[config.mk]
export PLATFORM = sky130hd
export DESIGN_NAME = tmr16_top
export DESIGN_NICKNAME = d
export VERILOG_FILES = /design/src/rtl/tmr16_pkg.sv /design/src/rtl/tmr16_counter.sv /design/src/rtl/tmr16_channel.sv /design/src/rtl/tmr16_busif.sv /design/src/rtl/tmr16_top.sv
export SDC_FILE = /design/constraint.sdc
export NUM_CORES = 1
export LEC_CHECK = 0
export BUFFER_PORTS_ARGS = -buffer_cell sky130_fd_sc_hd__buf_2
export CAP_MARGIN = 5
export CELL_PAD_IN_SITES_DETAIL_PLACEMENT = 0
export CELL_PAD_IN_SITES_GLOBAL_PLACEMENT = 2
export CORE_MARGIN = 1
export CORE_UTILIZATION = 38
export CTS_CLUSTER_DIAMETER = 80
export DETAILED_ROUTE_END_ITERATION = 6
export PLACE_DENSITY_LB_ADDON = 0.1
export SLEW_MARGIN = 0
export SYNTH_ARGS = -nofsm -noshare
export SYNTH_HDL_FRONTEND = slang
export SYNTH_SLANG_ARGS = --single-unit
[constraint.sdc]
create_clock -name clk -period 2.7 [get_ports clk]
set_clock_uncertainty 0.1 [all_clocks]
set_input_delay 0.135 -clock clk [delete_from_list [all_inputs] [get_ports clk]]
set_output_delay 0.135 -clock clk [all_outputs]
set_load 0.02 [all_outputs]
[src/rtl/tmr16_pkg.sv]
package tmr16_pkg;

   typedef enum logic [1:0] {
      ACT_NONE   = 2'd0,
      ACT_TOGGLE = 2'd1,
      ACT_CLEAR  = 2'd2,
      ACT_SET    = 2'd3
   } wave_act_e;

   // byte addresses; the low/high pairing is decoded by the bus unit
   localparam int unsigned REG_CNT_LO  = 0;
   localparam int unsigned REG_CNT_HI  = 1;
   localparam int unsigned REG_CMP_LO0 = 2;  // channel i low byte at 2+2i
   localparam int unsigned REG_CTRL    = 6;
   localparam int unsigned REG_FORCE   = 7;
   localparam int unsigned REG_FLAGS   = 8;
   localparam int unsigned REG_ENABLE  = 9;

   localparam int unsigned NUM_CH  = 2;
   localparam int unsigned NUM_EVT = NUM_CH + 1;  // matches plus overflow

   function automatic logic wave_next(wave_act_e act, logic cur);
      case (act)
         ACT_TOGGLE: return ~cur;
         ACT_CLEAR:  return 1'b0;
         ACT_SET:    return 1'b1;
         default:    return cur;
      endcase
   endfunction

endpackage

[src/rtl/tmr16_counter.sv]
module tmr16_counter #(
   parameter int unsigned CW = 16
) (
   input  logic          clk,
   input  logic          rst_n,
   input  logic          tick,
   input  logic          ld,
   input  logic [CW-1:0] ld_val,
   input  logic          clr,
   output logic [CW-1:0] cnt,
   output logic          blk,
   output logic          wrap
);

   localparam logic [CW-1:0] CNT_MAX = '1;

   if (CW < 2) begin : g_cw_bad
      $error("tmr16_counter: CW must be at least 2");
   end

   always_ff @(posedge clk) begin
      if (!rst_n) begin
         cnt <= '0;
         blk <= 1'b0;
      end else if (ld) begin
         cnt <= ld_val;
         blk <= 1'b1;
      end else if (tick) begin
         blk <= 1'b0;
         cnt <= clr ? '0 : cnt + CW'(1);
      end
   end

   assign wrap = tick && !ld && !clr && (cnt == CNT_MAX);


   cnt_hold_chk: assert property (@(posedge clk) disable iff (!rst_n)
      (!tick && !ld) |=> $stable(cnt));


   wrap_zero_chk: assert property (@(posedge clk) disable iff (!rst_n)
      wrap |=> (cnt == '0));


   ctc_zero_chk: assert property (@(posedge clk) disable iff (!rst_n)
      (tick && !ld && clr) |=> (cnt == '0));

endmodule

[src/rtl/tmr16_channel.sv]
module tmr16_channel
   import tmr16_pkg::*;
#(
   parameter int unsigned CW = 16
) (
   input  logic          clk,
   input  logic          rst_n,
   input  logic          tick,
   input  logic          blk,
   input  logic          ld,
   input  logic [CW-1:0] cnt,
   input  logic          cmp_we,
   input  logic [CW-1:0] wval,
   input  wave_act_e     act,
   input  logic          frc,
   output logic [CW-1:0] cmp,
   output logic          hit,
   output logic          wave
);

   // a counter commit or a pending mask both suppress the compare
   assign hit = tick && !blk && !ld && (cnt == cmp);

   always_ff @(posedge clk) begin
      if (!rst_n) begin
         cmp  <= '0;
         wave <= 1'b0;
      end else begin
         if (cmp_we) cmp <= wval;
         if (hit || frc) wave <= wave_next(act, wave);
      end
   end


   act_set_chk: assert property (@(posedge clk) disable iff (!rst_n)
      ((hit || frc) && act == ACT_SET) |=> wave);


   act_none_chk: assert property (@(posedge clk) disable iff (!rst_n)
      (act == ACT_NONE) |=> $stable(wave));

endmodule

[src/rtl/tmr16_busif.sv]
module tmr16_busif
   import tmr16_pkg::*;
#(
   parameter int unsigned DW = 8,
   parameter int unsigned AW = 4,
   localparam int unsigned CW = 2 * DW
) (
   input  logic               clk,
   input  logic               rst_n,
   input  logic               wr,
   input  logic               rd,
   input  logic [AW-1:0]      addr,
   input  logic [DW-1:0]      wdata,
   input  logic [CW-1:0]      cnt,
   input  logic [CW-1:0]      cmp_a,
   input  logic [CW-1:0]      cmp_b,
   input  logic [NUM_EVT-1:0] flags,
   output logic               cnt_we,
   output logic [NUM_CH-1:0]  cmp_we,
   output logic [CW-1:0]      wval,
   output logic               mode_ctc,
   output wave_act_e          act_a,
   output wave_act_e          act_b,
   output logic [NUM_CH-1:0]  frc,
   output logic [NUM_EVT-1:0] flag_clr,
   output logic [NUM_EVT-1:0] en,
   output logic [DW-1:0]      rdata
);

   localparam int unsigned CTRL_BITS = 1 + 2 * NUM_CH;

   if (DW < CTRL_BITS) begin : g_dw_bad
      $error("tmr16_busif: DW too narrow for the control fields");
   end
   if (AW < 4) begin : g_aw_bad
      $error("tmr16_busif: AW must reach address 9");
   end

   logic [DW-1:0] hold_q;
   logic          hi_wr;
   logic          lo_rd;
   logic [DW-1:0] hi_src;

   function automatic logic is_addr(logic [AW-1:0] a, int unsigned r);
      return a == AW'(r);
   endfunction

   assign cnt_we = wr && is_addr(addr, REG_CNT_LO);
   for (genvar i = 0; i < NUM_CH; i++) begin : g_dec
      assign cmp_we[i] = wr && is_addr(addr, REG_CMP_LO0 + 2 * i);
      assign frc[i]    = wr && is_addr(addr, REG_FORCE) && wdata[i];
   end
   assign wval     = {hold_q, wdata};
   assign flag_clr = (wr && is_addr(addr, REG_FLAGS)) ? wdata[NUM_EVT-1:0] : '0;

   assign hi_wr = wr && (is_addr(addr, REG_CNT_HI) ||
                         is_addr(addr, REG_CMP_LO0 + 1) ||
                         is_addr(addr, REG_CMP_LO0 + 3));
   assign lo_rd = rd && (is_addr(addr, REG_CNT_LO) ||
                         is_addr(addr, REG_CMP_LO0) ||
                         is_addr(addr, REG_CMP_LO0 + 2));

   always_comb begin
      hi_src = cnt[CW-1:DW];
      if (is_addr(addr, REG_CMP_LO0))     hi_src = cmp_a[CW-1:DW];
      if (is_addr(addr, REG_CMP_LO0 + 2)) hi_src = cmp_b[CW-1:DW];
   end

   always_ff @(posedge clk) begin
      if (!rst_n) begin
         hold_q   <= '0;
         mode_ctc <= 1'b0;
         act_a    <= ACT_NONE;
         act_b    <= ACT_NONE;
         en       <= '0;
      end else begin
         if (hi_wr)      hold_q <= wdata;
         else if (lo_rd) hold_q <= hi_src;
         if (wr && is_addr(addr, REG_CTRL)) begin
            mode_ctc <= wdata[0];
            act_a    <= wave_act_e'(wdata[2:1]);
            act_b    <= wave_act_e'(wdata[4:3]);
         end
         if (wr && is_addr(addr, REG_ENABLE)) en <= wdata[NUM_EVT-1:0];
      end
   end

   always_comb begin
      rdata = '0;
      case (addr)
         AW'(REG_CNT_LO):      rdata = cnt[DW-1:0];
         AW'(REG_CMP_LO0):     rdata = cmp_a[DW-1:0];
         AW'(REG_CMP_LO0 + 2): rdata = cmp_b[DW-1:0];
         AW'(REG_CNT_HI),
         AW'(REG_CMP_LO0 + 1),
         AW'(REG_CMP_LO0 + 3): rdata = hold_q;
         AW'(REG_CTRL):        rdata = DW'({act_b, act_a, mode_ctc});
         AW'(REG_FLAGS):       rdata = DW'(flags);
         AW'(REG_ENABLE):      rdata = DW'(en);
         default:              rdata = '0;
      endcase
   end


   hi_wr_only_latch_chk: assert property (@(posedge clk) disable iff (!rst_n)
      hi_wr |=> ($stable(cmp_a) && $stable(cmp_b)));


   force_rd_zero_chk: assert property (@(posedge clk) disable iff (!rst_n)
      (rd && is_addr(addr, REG_FORCE)) |-> (rdata == '0));

endmodule

[src/rtl/tmr16_top.sv]
module tmr16_top
   import tmr16_pkg::*;
#(
   parameter int unsigned DW = 8,
   parameter int unsigned AW = 4
) (
   input  logic          clk,
   input  logic          rst_n,
   input  logic          tick,
   input  logic          bus_wr,
   input  logic          bus_rd,
   input  logic [AW-1:0] bus_addr,
   input  logic [DW-1:0] bus_wdata,
   output logic [DW-1:0] bus_rdata,
   output logic          wave_a,
   output logic          wave_b,
   output logic          irq_match_a,
   output logic          irq_match_b,
   output logic          irq_ovf
);

   localparam int unsigned CW = 2 * DW;

   logic [CW-1:0]      cnt;
   logic               blk;
   logic               wrap;
   logic               cnt_we;
   logic [NUM_CH-1:0]  cmp_we;
   logic [CW-1:0]      wval;
   logic               mode_ctc;
   wave_act_e          act_a;
   wave_act_e          act_b;
   logic [NUM_CH-1:0]  frc;
   logic [NUM_EVT-1:0] flag_clr;
   logic [NUM_EVT-1:0] en;
   logic [NUM_EVT-1:0] flags_q;
   logic [NUM_CH-1:0]  hit;
   logic [NUM_CH-1:0]  wave;
   logic [CW-1:0]      cmp_val [NUM_CH];
   wave_act_e          ch_act  [NUM_CH];

   assign ch_act[0] = act_a;
   assign ch_act[1] = act_b;

   tmr16_busif #(.DW(DW), .AW(AW)) u_bus (
      .clk      (clk),
      .rst_n    (rst_n),
      .wr       (bus_wr),
      .rd       (bus_rd),
      .addr     (bus_addr),
      .wdata    (bus_wdata),
      .cnt      (cnt),
      .cmp_a    (cmp_val[0]),
      .cmp_b    (cmp_val[1]),
      .flags    (flags_q),
      .cnt_we   (cnt_we),
      .cmp_we   (cmp_we),
      .wval     (wval),
      .mode_ctc (mode_ctc),
      .act_a    (act_a),
      .act_b    (act_b),
      .frc      (frc),
      .flag_clr (flag_clr),
      .en       (en),
      .rdata    (bus_rdata)
   );

   tmr16_counter #(.CW(CW)) u_cnt (
      .clk    (clk),
      .rst_n  (rst_n),
      .tick   (tick),
      .ld     (cnt_we),
      .ld_val (wval),
      .clr    (mode_ctc && hit[0]),
      .cnt    (cnt),
      .blk    (blk),
      .wrap   (wrap)
   );

   for (genvar i = 0; i < NUM_CH; i++) begin : g_ch
      tmr16_channel #(.CW(CW)) u_ch (
         .clk    (clk),
         .rst_n  (rst_n),
         .tick   (tick),
         .blk    (blk),
         .ld     (cnt_we),
         .cnt    (cnt),
         .cmp_we (cmp_we[i]),
         .wval   (wval),
         .act    (ch_act[i]),
         .frc    (frc[i]),
         .cmp    (cmp_val[i]),
         .hit    (hit[i]),
         .wave   (wave[i])
      );
   end

   // new events win over a same-cycle clear
   always_ff @(posedge clk) begin
      if (!rst_n) flags_q <= '0;
      else        flags_q <= (flags_q & ~flag_clr) | {wrap, hit};
   end

   assign wave_a      = wave[0];
   assign wave_b      = wave[1];
   assign irq_match_a = flags_q[0] && en[0];
   assign irq_match_b = flags_q[1] && en[1];
   assign irq_ovf     = flags_q[2] && en[2];


   ld_mask_chk: assert property (@(posedge clk) disable iff (!rst_n)
      cnt_we ##1 (tick && !cnt_we) |-> (hit == '0));


   force_noflag_chk: assert property (@(posedge clk) disable iff (!rst_n)
      ((frc != '0) && !tick) |=> $stable(flags_q));


   flag_w1c_chk: assert property (@(posedge clk) disable iff (!rst_n)
      (flag_clr[2] && !wrap) |=> !flags_q[2]);

endmodule

Yosys cells after proc, flatten, opt, wreduce, memory -nomap -nowiden --
Index checks and enable logic that the tools add are counted.
Storage, ports and cells: output and inout bits 13, logic and storage cells 88, bits of input ports 17, bits in registers 70
Cells by class: mux-type cells 13, $add $sub $neg 1, reductions and logical operators 39, bitwise operators 5, equal/unequal tests 18
Operators with widths (number):
- 8-bit case mux with 7 select lines | 1
- 16-bit two-way mux | 3
- 16-bit equality test | 2
- 8-bit two-way mux | 4
- 1-bit logical AND | 22
- 16-bit by 1-bit adder with 16-bit output (second input constant) | 1
- 16-bit equality test (second input constant) | 1
- 4-bit by 3-bit equality test with 1-bit output (second input constant) | 4
- 2-bit equality test (second input constant) | 4
- 4-bit by 2-bit equality test with 1-bit output (second input constant) | 2
- 4-bit equality test (second input constant) | 2
- 1-bit logical OR | 6
- 1-bit case mux with 3 select lines | 2
- 3-bit nonzero test | 2
- 2-bit by 1-bit equality test with 1-bit output (second input constant) | 2
- 4-bit by 1-bit equality test with 1-bit output (second input constant) | 1
- 4-bit logical NOT | 1
- 2-bit AND reduction | 2
- 2-bit nonzero test | 2
- 3-bit AND | 1
- 1-bit logical NOT | 3
- 3-bit two-way mux | 1
- 3-bit NOT | 1
- 3-bit bitwise OR | 1
- other kinds (3) | 5

Longest topological paths before layout --
Gate-level depths: netlist of the first run.
word-level depth 10, depth in mapped cells 7, mapped depth without buffers 6

Hierarchy --
Synthesis of the first run repeated with hierarchy kept, for this count alone.
Second synthesis, totals: cells, all modules 489, area total of the unflattened synthesis 4478.0 sq um
By module, submodules not included:
- tmr16_channel | times used 2, seq. area each 340.3 sq um, cells an instance 84, area each 869.6 sq um
- tmr16_busif | times used 1, seq. area each 320.3 sq um, cells an instance 176, area each 1503.9 sq um
- tmr16_counter | times used 1, seq. area each 340.3 sq um, cells an instance 132, area each 1082.3 sq um
- tmr16_top | times used 1, seq. area each 60.1 sq um, cells an instance 13, area each 152.6 sq um

Least setup slack after synthesis of the first run --
No wires, ideal clock.
path kind register to register, start point register u_cnt.cnt[14], end point register u_cnt.cnt[11], library setup time 134 ps, cell stages (with the launch flop) 8, clock period less this slack 1869 ps, required time 2466 ps, setup slack 831 ps, buffers on the path 2, arrival time 1635 ps, path through dfxtp_1 clkbuf_1 xor2_1 nor4_1 nand4_1 o21ai_2 buf_2 o22ai_1
Between the ends: cells in the longest elaborated chain, start to end 6
RTL lines:
- from (decl) | RTL line tmr16_counter.sv:10 | output logic [CW-1:0] cnt,
- from (signal assigned) | RTL line tmr16_counter.sv:26 | cnt <= ld_val;
- from (signal assigned) | RTL line tmr16_counter.sv:30 | cnt <= clr ? '0 : cnt + CW'(1);
- 16-bit equality test | RTL line tmr16_channel.sv:22 | assign hit = tick && !blk && !ld && (cnt == cmp);
- 1-bit logical AND | RTL line tmr16_channel.sv:22
- 1-bit logical AND | RTL line tmr16_top.sv:74 | .clr (mode_ctc && hit[0]),
- 16-bit two-way mux | RTL line tmr16_counter.sv:30
- 16-bit two-way mux | RTL line tmr16_counter.sv:28 | end else if (tick) begin
- 16-bit two-way mux | RTL line tmr16_counter.sv:25 | end else if (ld) begin
No other way between the ends. The select of a mux whose other input is x is not followed. A chain may end at the register's enable or synchronous reset.

Worst setup path in the final report of the first run --
start point register u_cnt.cnt[14], end point register u_cnt.cnt[10]
Same word-level chain as after synthesis.

==> impl_metrics.ini, run 1 <==
[clocking]
clock-sinks = 70
ctsRootBufferMaster = clkbuf_8
hold_buffers = 5
ctsHtreeMaxLevel = 3
clockBufferDepth = 2
post_cts_resized = 0
path_clk_slew_ns = 0.08
cts_setup_buffers = 0
clkLatencyLatePin_ns = 0.34
cts_tree = done
cts-buffers-inserted = 9

[synth]
syn_inst = 508
syn_nets = 526
synth_flop_cell = dfxtp_1
ys_seq_elements = 70
synth_area_leader_cell = dfxtp_1
yosysWarningCount = 0
synth_area_per_cell_um2 = 7.758
synthTopCellsByArea = dfxtp_1 36%, nand2_1 9.4%, xor2_1 8.9%
netlist_area_mm2 = 0.003941
async_reset_ff_frac = 0
yosysTopAreaCellShare = 0.3556
synth_edf_count = 0
ys_seq_area_frac = 0.3556
synth_cell_types = 45

[routing]
dr.first_iter.drc_count = 233
routed_wl_mm = 13.25
dr.pass1.iters = 5
ant_nets = 0
vias_per_cell = 5.693
num_vias = 3769
avgRoutedWirePerCell_um = 20.01
drc = 0

[worst_setup_path]
slowest_delay_ns = 0.51
critical_path_peak_fanout = 10
worstPathRequired_ns = 2.81
critical_path_arrival_ns = 2.48
worstSetupStartpointType = flip-flop
crit_path_end_kind = flip-flop
crit_chain = xor2_1, nor4_1, nand4_1, o21ai_2, buf_4, o22ai_1
path_class = flip-flop to flip-flop
slowest_stage = nor4_1

[grt]
globalRouteMet2Util = 0.3752
grt_pass1_vias = 3443
use_met3 = 0.05160
grt_max_degree = 27
grt_pass1_wl_mm = 20.49
gr-usage-met1 = 0.3649
grt.overflow.total = 0
antenna_found_initial = 0
track_usage = 0.2500
busiest_layer = met2

[timing]
tns_ns = 0
tightest_slew_ns = 0.8138
fin_crit_sh = 0.8750
fmax_ghz = 0.4233
min_period_ns = 2.362
rsz0062_at_grt = no
hold_viol_final = 0
holdWs_ns = 0.01536
max_slew_margin = 0.4562
finalSetupViolations = 0
slew_viol_final = 0

[finish]
diodes = 0
drive_above_1_share = 0.1418
seqCellArea_mm2 = 0.001401
mostFrequentLayoutCell = nand2_1
final_area_mm2 = 0.004397
nFillCells = 1044
final_nets = 543
layout_common_cells = 99 x nand2_1, 70 x dfxtp_1, 63 x a21oi_1
syn2layout_area_growth_pct = 11.56
multi_input_area_mm2 = 0.002313

[floorplan]
rows = 36
ios = 30
fp.dieW_um = 103.8
initial_core_util = 0.3977
coreArea_mm2 = 0.009910
die_height_um = 103.8
dieArea_mm2 = 0.01078

[status]
outcome = finished clean

[pwr]
ir_worst_vdd_v = 0.0002266
leakagePower_nw = 1.663
powerDensity_mw_per_mm2 = 462.2

[place]
numPortBuffers = 29
place_congestion = 0.8659
dpl_cell_area_mm2 = 0.004192
dp_hpwl_mm = 9.488

[job]
cap_violations = 0

[min_path]
hold_path_class = input port to flip-flop
-- report_power, final --
| part | switching [mW] | internal (mW) | total (mW) |
|---|---|---|---|
| clock network | 0.403 | 0.322 | 0.725 |
| logic | 0.151 | 0.0773 | 0.229 |
| registers | 0.0280 | 1.05 | 1.08 |
-- Yosys cell counts (all sizes together), types with 9 or more instances --
cell    count
xor2       40
nand2      99
clkbuf     34
nand3      19
a21oi      63
nor3b      17
nor2       19
buf        14
a22oi      21
o211ai      9
o21ai      12
o22ai      16
dfxtp      70
-- path summary, 6_finish.rpt --
check	depth (start not counted)	slack, ns	from	endpoint
worst max-delay path	6	0.34	u_cnt.cnt[14]	u_cnt.cnt[10]
worst min-delay path	3	0.02	rst_n	g_ch[0].u_ch.wave
worst max register to register	6	0.34	u_cnt.cnt[14]	u_cnt.cnt[10]
worst min register to register	2	0.39	u_bus.en[2]	u_bus.en[2]
-- routing by layer --
metal / up-vias / wire length, um
li1: 1815 / -
met1: 1788 / 6079
met2: 143 / 5995
met3: 23 / 949
met4: 0 / 220
met5: - / 0
-- sequential cells by signal, indices dropped and copies added (netlist names) --
register	count
flags_q	3
u_bus.en	3
u_cnt.cnt	16
u_bus.hold_q	8
u_cnt.blk	1
g_ch.u_ch.cmp	32
g_ch.u_ch.wave	2
u_bus.act_a	2
u_bus.mode_ctc	1
u_bus.act_b	2
-- layout make-up --
class | instances | area share
clock buffers | 10 | 0.02903
clock inverters | 5 | 0.006261
inverters | 4 | 0.003415
multi-input cells | 386 | 0.5262
flip-flops and latches | 70 | 0.3187
well taps | 133 | 0.03785
repair buffers | 54 | 0.07854
-- metrics by stage --
| step | power (mW) | utilization | instances | setup WS, ns |
|---|---|---|---|---|
| after floorplan | 1.231 | - | 508 | 0.8309 |
| after global placement | 1.321 | 0.4230 | 642 | 0.2692 |
| after detailed placement | 1.322 | 0.4230 | 642 | 0.2730 |
| after CTS | 2.046 | 0.4437 | 662 | 0.2651 |
| after global routing | 2.120 | 0.4437 | 662 | 0.1178 |
| final | 2.032 | 0.4437 | 662 | 0.3375 |
-- kinds of logic after synthesis --
logic type	synth area share
mux	0.02032
xor+xnor	0.1067
fa+ha+maj	0.003174
compound gates	0.2010
simple gates	0.2559
buf+inv	0.05746
flops	0.3556
-- worst max-delay path: cells and delay by family, from the launching register on --
kind	cells	cell delay, ns
and+or+nand+nor	2	0.77
xor gates and xnor gates	1	0.11
AOI/OAI and AO/OA	2	0.50
DFF	1	0.50
buffers and inverters	1	0.25
No activity file was read; power rests on OpenSTA's default activity.
==> inputs of run 2 (changes only) <==
--- a/config.mk
+++ b/config.mk
@@ -10,11 +10,12 @@
 export CELL_PAD_IN_SITES_DETAIL_PLACEMENT = 0
 export CELL_PAD_IN_SITES_GLOBAL_PLACEMENT = 2
 export CORE_MARGIN = 1
-export CORE_UTILIZATION = 38
+export CORE_UTILIZATION = 40
 export CTS_CLUSTER_DIAMETER = 80
 export DETAILED_ROUTE_END_ITERATION = 6
 export PLACE_DENSITY_LB_ADDON = 0.1
 export SLEW_MARGIN = 0
 export SYNTH_ARGS = -nofsm -noshare
 export SYNTH_HDL_FRONTEND = slang
+export SYNTH_HIERARCHICAL = 1
 export SYNTH_SLANG_ARGS = --single-unit
==> run 2 against run 1 <==
Clock-buffer cell count unchanged. Routed wire length increased by 7.1%. Utilization increased by 2.0 points. Final area increased by 15%. Register-to-register slack got worse by 0.08 ns.
==> impl_metrics.ini, run 2 <==
[worst_setup_path]
critical_path_peak_fanout = 6
worstSetupStartpointType = flip-flop
crit_path_end_kind = flip-flop
worstPathRequired_ns = 2.85
path_class = flip-flop to flip-flop
critical_path_arrival_ns = 2.59

[synth]
yosysWarningCount = 6
synthTopCellsByCount = 70 x dfxtp_1, 50 x mux2i_1, 43 x nor2b_1
async_reset_ff_frac = 0
yosysMostFrequentCell = dfxtp_1
synth_cell_types = 63
synth_area_leader_cell = dfxtp_1
syn_nets = 507
synthTopCellsByArea = dfxtp_1 31%, mux2i_1 11%, nor2b_1 6.0%
yosysTopAreaCellShare = 0.3129
netlist_area_mm2 = 0.004478
ys_seq_area_frac = 0.3129
ys_seq_elements = 70
synth_flop_cell = dfxtp_1
synth_area_per_cell_um2 = 9.158
synth_edf_count = 0
syn_inst = 489

[routing]
ant_nets = 0
routed_wl_mm = 14.19
avgRoutedWirePerCell_um = 21.37
dr.pass1.iters = 5
vias_per_cell = 5.786
drc = 0
num_vias = 3842
dr.first_iter.drc_count = 325

[status]
outcome = finished clean

[place]
numPortBuffers = 29
dp_hpwl_mm = 10.14
dp.cells = 649
place_congestion = 0.8457

[timing]
min_period_ns = 2.447
fmax_ghz = 0.4087
tns_ns = 0
holdWs_ns = 0.006273
slew_viol_final = 0
finalSetupViolations = 0
tightest_slew_ns = 0.6454
rsz0062_at_grt = no
fin_crit_sh = 0.9061
hold_viol_final = 0
max_slew_margin = 0.5697

[clocking]
ctsRootBufferMaster = clkbuf_8
hold_buffers = 0
ctsHtreeMaxLevel = 3
clock-sinks = 70
clockBufferDepth = 2
clkLatencyLatePin_ns = 0.36
cts_setup_buffers = 0
path_clk_slew_ns = 0.08
cts_tree = done
cts-buffers-inserted = 9

[grt]
grt_max_degree = 30
gr-usage-met1 = 0.4031
grt.overflow.total = 0
globalRouteMet2Util = 0.3750
antenna_found_initial = 0
grt_pass1_vias = 3660
use_met3 = 0.04298
track_usage = 0.2623
grt_pass1_wl_mm = 22.25
busiest_layer = met1

[finish]
largest_register_ffs = 32
mostFrequentLayoutCell = dfxtp_1
multi_input_area_mm2 = 0.002833
layout_common_cells = 70 x dfxtp_1, 50 x mux2i_1, 43 x nor2b_1
largestRegisters = g_ch.u_ch/cmp (32), u_cnt/cnt (16), u_bus/hold_q (8)
seqCellArea_mm2 = 0.001401
nFillCells = 1092
top_register = g_ch.u_ch/cmp
layout.cells.non_filler = 664
final_nets = 538
drive_above_1_share = 0.2099
syn2layout_area_growth_pct = 12.71
diodes = 0

[floorplan]
ios = 30
rows = 38
dieArea_mm2 = 0.01162
fp.dieW_um = 107.8
initial_core_util = 0.4113
die_height_um = 107.8
coreArea_mm2 = 0.01089

[pwr]
powerDensity_mw_per_mm2 = 463.7
ir_worst_vdd_v = 0.0002700
leakagePower_nw = 1.808

[min_path]
hold_path_class = input port to flip-flop

[job]
cap_violations = 0
==> run 2: repair_timing <==
action,4_1_cts,5_1_grt
gates resized for setup,0,2
endpoints found under the setup margin,0,2
endpoints found under the hold margin,0,0
==> run 2: worst paths after layout <==
check                       startpoint                  end  slack (ns)  cells past startpoint
setup / recovery  g_ch[0].u_ch/cmp[13]         u_cnt/cnt[4]        0.25                      9
hold / removal            bus_wdata[6]  g_ch[0].u_ch/cmp[6]       0.006                      3
setup reg to reg  g_ch[0].u_ch/cmp[13]         u_cnt/cnt[4]        0.25                      9
hold reg to reg            u_bus/en[2]          u_bus/en[2]        0.45                      2
==> run 2: metal layers <==
metal	part of all wire	vias to the layer above
met1	0.50	1933
met5	0	-
met3	0.043	17
met4	0.014	0
met2	0.44	74
li1	-	1818
==> run 2: area by class of cell <==
| type | instances | area share |
|---|---|---|
| repair buffers | 59 | 0.07586 |
| flip-flops and latches | 70 | 0.2776 |
| clock buffers | 10 | 0.02727 |
| well taps | 140 | 0.03471 |
| inverters | 9 | 0.006693 |
| clock inverters | 5 | 0.01661 |
| multi-input cells | 371 | 0.5612 |
==> run 2: cell families (layout without fill, tap and decap cells) <==
family,after synthesis,in the layout,synth area share
AND/OR/NAND/NOR,175,175,0.2660
AO/OA/AOI/OAI,100,100,0.1542
flip-flops,70,70,0.3129
multiplexers,53,53,0.1243
buffers and inverters,48,83,0.05756
XOR/XNOR,42,42,0.08215
adder cells (fa/ha/maj),1,1,0.002794
==> run 2: through the flow <==
stage	cell area, um2	worst slack, ns	utilization	power (mW)
2_1_floorplan	4478	0.2226	-	1.287
3_3_place_gp	4820	0.2545	0.4427	1.389
3_5_place_dp	4820	0.1914	0.4427	1.390
4_1_cts	5041	0.1772	0.4630	2.356
5_1_grt	5047	0.04918	0.4636	2.423
6_report	5047	0.2535	0.4636	2.341
==> run 2: report_power, final <==
part / switching [mW] / internal, mW
Sequential: 0.0192 / 1.05
Combinational: 0.182 / 0.118
Clock: 0.429 / 0.542
==> run 2: worst max-delay path, stage by stage (launching register included) <==
cell	delay (ns)
dfxtp_1	0.34
xor2_1	0.17
nor4_1	0.37
nand3_1	0.18
nor4_4	0.29
and2_2	0.25
nand2b_1	0.26
nor2_1	0.07
a221oi_1	0.24
nor2_1	0.07
==> inputs of run 3 (changes only) <==
--- a/config.mk
+++ b/config.mk
@@ -13,6 +13,7 @@
 export CORE_UTILIZATION = 40
 export CTS_CLUSTER_DIAMETER = 80
 export DETAILED_ROUTE_END_ITERATION = 6
+export HOLD_SLACK_MARGIN = 0.06
 export PLACE_DENSITY_LB_ADDON = 0.1
 export SLEW_MARGIN = 0
 export SYNTH_ARGS = -nofsm -noshare
==> run 3 against run 2 <==
Register-to-register slack is essentially flat. First-iteration DRC count fell by 6.5%. Routed wire length about the same. Combinational power grew 2%. Critical path depth unchanged. Cell count increased by 1.1%. Sequential share of layout area down 0.38 points. Flip-flop and latch count stayed put.
==> impl_metrics.ini, run 3 (synthesis gave the netlist of run 2 again) <==
[status]
outcome = finished clean

[pwr]
swShare = 0.2689
leakagePower_nw = 1.838
powerDensity_mw_per_mm2 = 458.9
ir_worst_vdd_v = 0.0002708
seqPwrFrac = 0.455
power_switching_uw = 631.4
p_clk_frac = 0.414
comb_power_share = 0.131
p_int_mw = 1.717

[worst_setup_path]
critical_path_arrival_ns = 2.59
worstPathRequired_ns = 2.85
crit_path_frequent_cell = nor2_1
slowest_stage = nor4_1
critical_path_peak_fanout = 6
crit_chain = xor2_1, nor4_1, nand3_1, nor4_4, and2_2, nand2b_1, nor2_1, a221oi_1, nor2_1
crit_path_end_kind = flip-flop
slowest_delay_ns = 0.38
worstSetupStartpointType = flip-flop
path_class = flip-flop to flip-flop

[clocking]
clkLatencyLatePin_ns = 0.36
ctsHtreeMaxLevel = 3
ctsRootBufferMaster = clkbuf_8
path_clk_slew_ns = 0.08
cts-buffers-inserted = 9
clock-sinks = 70
clockBufferDepth = 2
cts_tree = done

[routing]
vias_per_cell = 5.803
avgRoutedWirePerCell_um = 21.15
routed_wl_mm = 14.19
dr.first_iter.drc_count = 304
drc = 0
dr.pass1.iters = 5
num_vias = 3894
ant_nets = 0

[floorplan]
rows = 38
dieArea_mm2 = 0.01162
fp.dieW_um = 107.8
die_height_um = 107.8
ios = 30
coreArea_mm2 = 0.01089
initial_core_util = 0.4113

[job]
cap_violations = 0

[finish]
final_area_mm2 = 0.005117
syn2layout_area_growth_pct = 14.28
layout_common_cells = 70 x dfxtp_1, 50 x mux2i_1, 43 x nor2b_1
mostFrequentLayoutCell = dfxtp_1
largest_register_ffs = 32
largestRegisters = g_ch.u_ch/cmp (32), u_cnt/cnt (16), u_bus/hold_q (8)
top_register = g_ch.u_ch/cmp
drive_above_1_share = 0.2072
layout.cells.non_filler = 671
diodes = 0
final_nets = 545

[grt]
grt.overflow.total = 0
globalRouteMet2Util = 0.3773
antenna_found_initial = 0
grt_max_degree = 30
gr-usage-met1 = 0.4035
track_usage = 0.2631
use_met3 = 0.04298
grt_pass1_wl_mm = 22.31
grt_pass1_vias = 3680
busiest_layer = met1

[place]
dpl_cell_area_mm2 = 0.004820
dp.cells = 649
dp_hpwl_mm = 10.14
numPortBuffers = 29
place_congestion = 0.8457

[timing]
rsz0062_at_grt = no
slew_viol_final = 0
max_slew_margin = 0.5554
min_period_ns = 2.442
tns_ns = 0
fin_crit_sh = 0.9046
tightest_slew_ns = 0.6670
fmax_ghz = 0.4094
finalSetupViolations = 0
hold_viol_final = 0

[min_path]
hold_path_class = input port to flip-flop
-- run 3: worst paths after layout --
path                                           start           end  slack [ns]  cells after the start
worst max register to register  g_ch[0].u_ch/cmp[13]  u_cnt/cnt[4]        0.26                      9
worst min register to register             u_cnt/blk     u_cnt/blk        0.44                      2
worst max-delay path            g_ch[0].u_ch/cmp[13]  u_cnt/cnt[4]        0.26                      9
worst min-delay path                    bus_wdata[1]  u_cnt/cnt[1]        0.11                      3
-- run 3: per-layer routing --
| metal | up-vias | part of all wire |
|---|---|---|
| met2 | 84 | 0.44 |
| met3 | 13 | 0.038 |
| met4 | 0 | 0.014 |
| met5 | - | 0 |
| met1 | 1964 | 0.51 |
| li1 | 1833 | - |
-- run 3: timing repair --
action | in CTS | in global routing
setup buffers | 0 | 0
endpoints found under the setup margin | 0 | 2
hold buffers | 7 | 0
resized for setup | 0 | 2
endpoints found under the hold margin | 20 | 0
-- run 3: through the flow --
stage | setup WS (ns) | utilization | power, mW | hold WS [ns]
after global placement | 0.2545 | 0.4427 | 1.389 | 0.3584
after floorplan | 0.2226 | - | 1.287 | 0.1525
final | 0.2576 | 0.4700 | 2.348 | 0.1139
after CTS | 0.1772 | 0.4694 | 2.363 | 0.09877
after global routing | 0.04918 | 0.4700 | 2.431 | 0.1117
after detailed placement | 0.1914 | 0.4427 | 1.390 | 0.3746
-- run 3: power groups by stage --
| stage | combinational [mW] | sequential, mW | clock [mW] |
|---|---|---|---|
| 2_1_floorplan | 0.193 | 1.09 | 0 |
| 3_3_place_gp | 0.295 | 1.09 | 0 |
| 3_5_place_dp | 0.296 | 1.09 | 0 |
| 4_1_cts | 0.305 | 1.07 | 0.989 |
| 5_1_grt | 0.329 | 1.07 | 1.03 |
| 6_report | 0.307 | 1.07 | 0.972 |
-- run 3: cell type report --
type,instances,area (um2)
fillers,1085,5771
clock inverters,5,83.83
well taps,140,175.2
clock buffers,10,137.6
flip-flops and latches,70,1401
multi-input cells,371,2833
inverters,9,33.78
repair buffers,66,452.9
-- run 3: worst max-delay path: cells and delay by family (launching register included) --
family          cells  cell delay [ns]
compound gates      1             0.23
xor+xnor            1             0.17
flops               1             0.34
simple gates        7             1.50
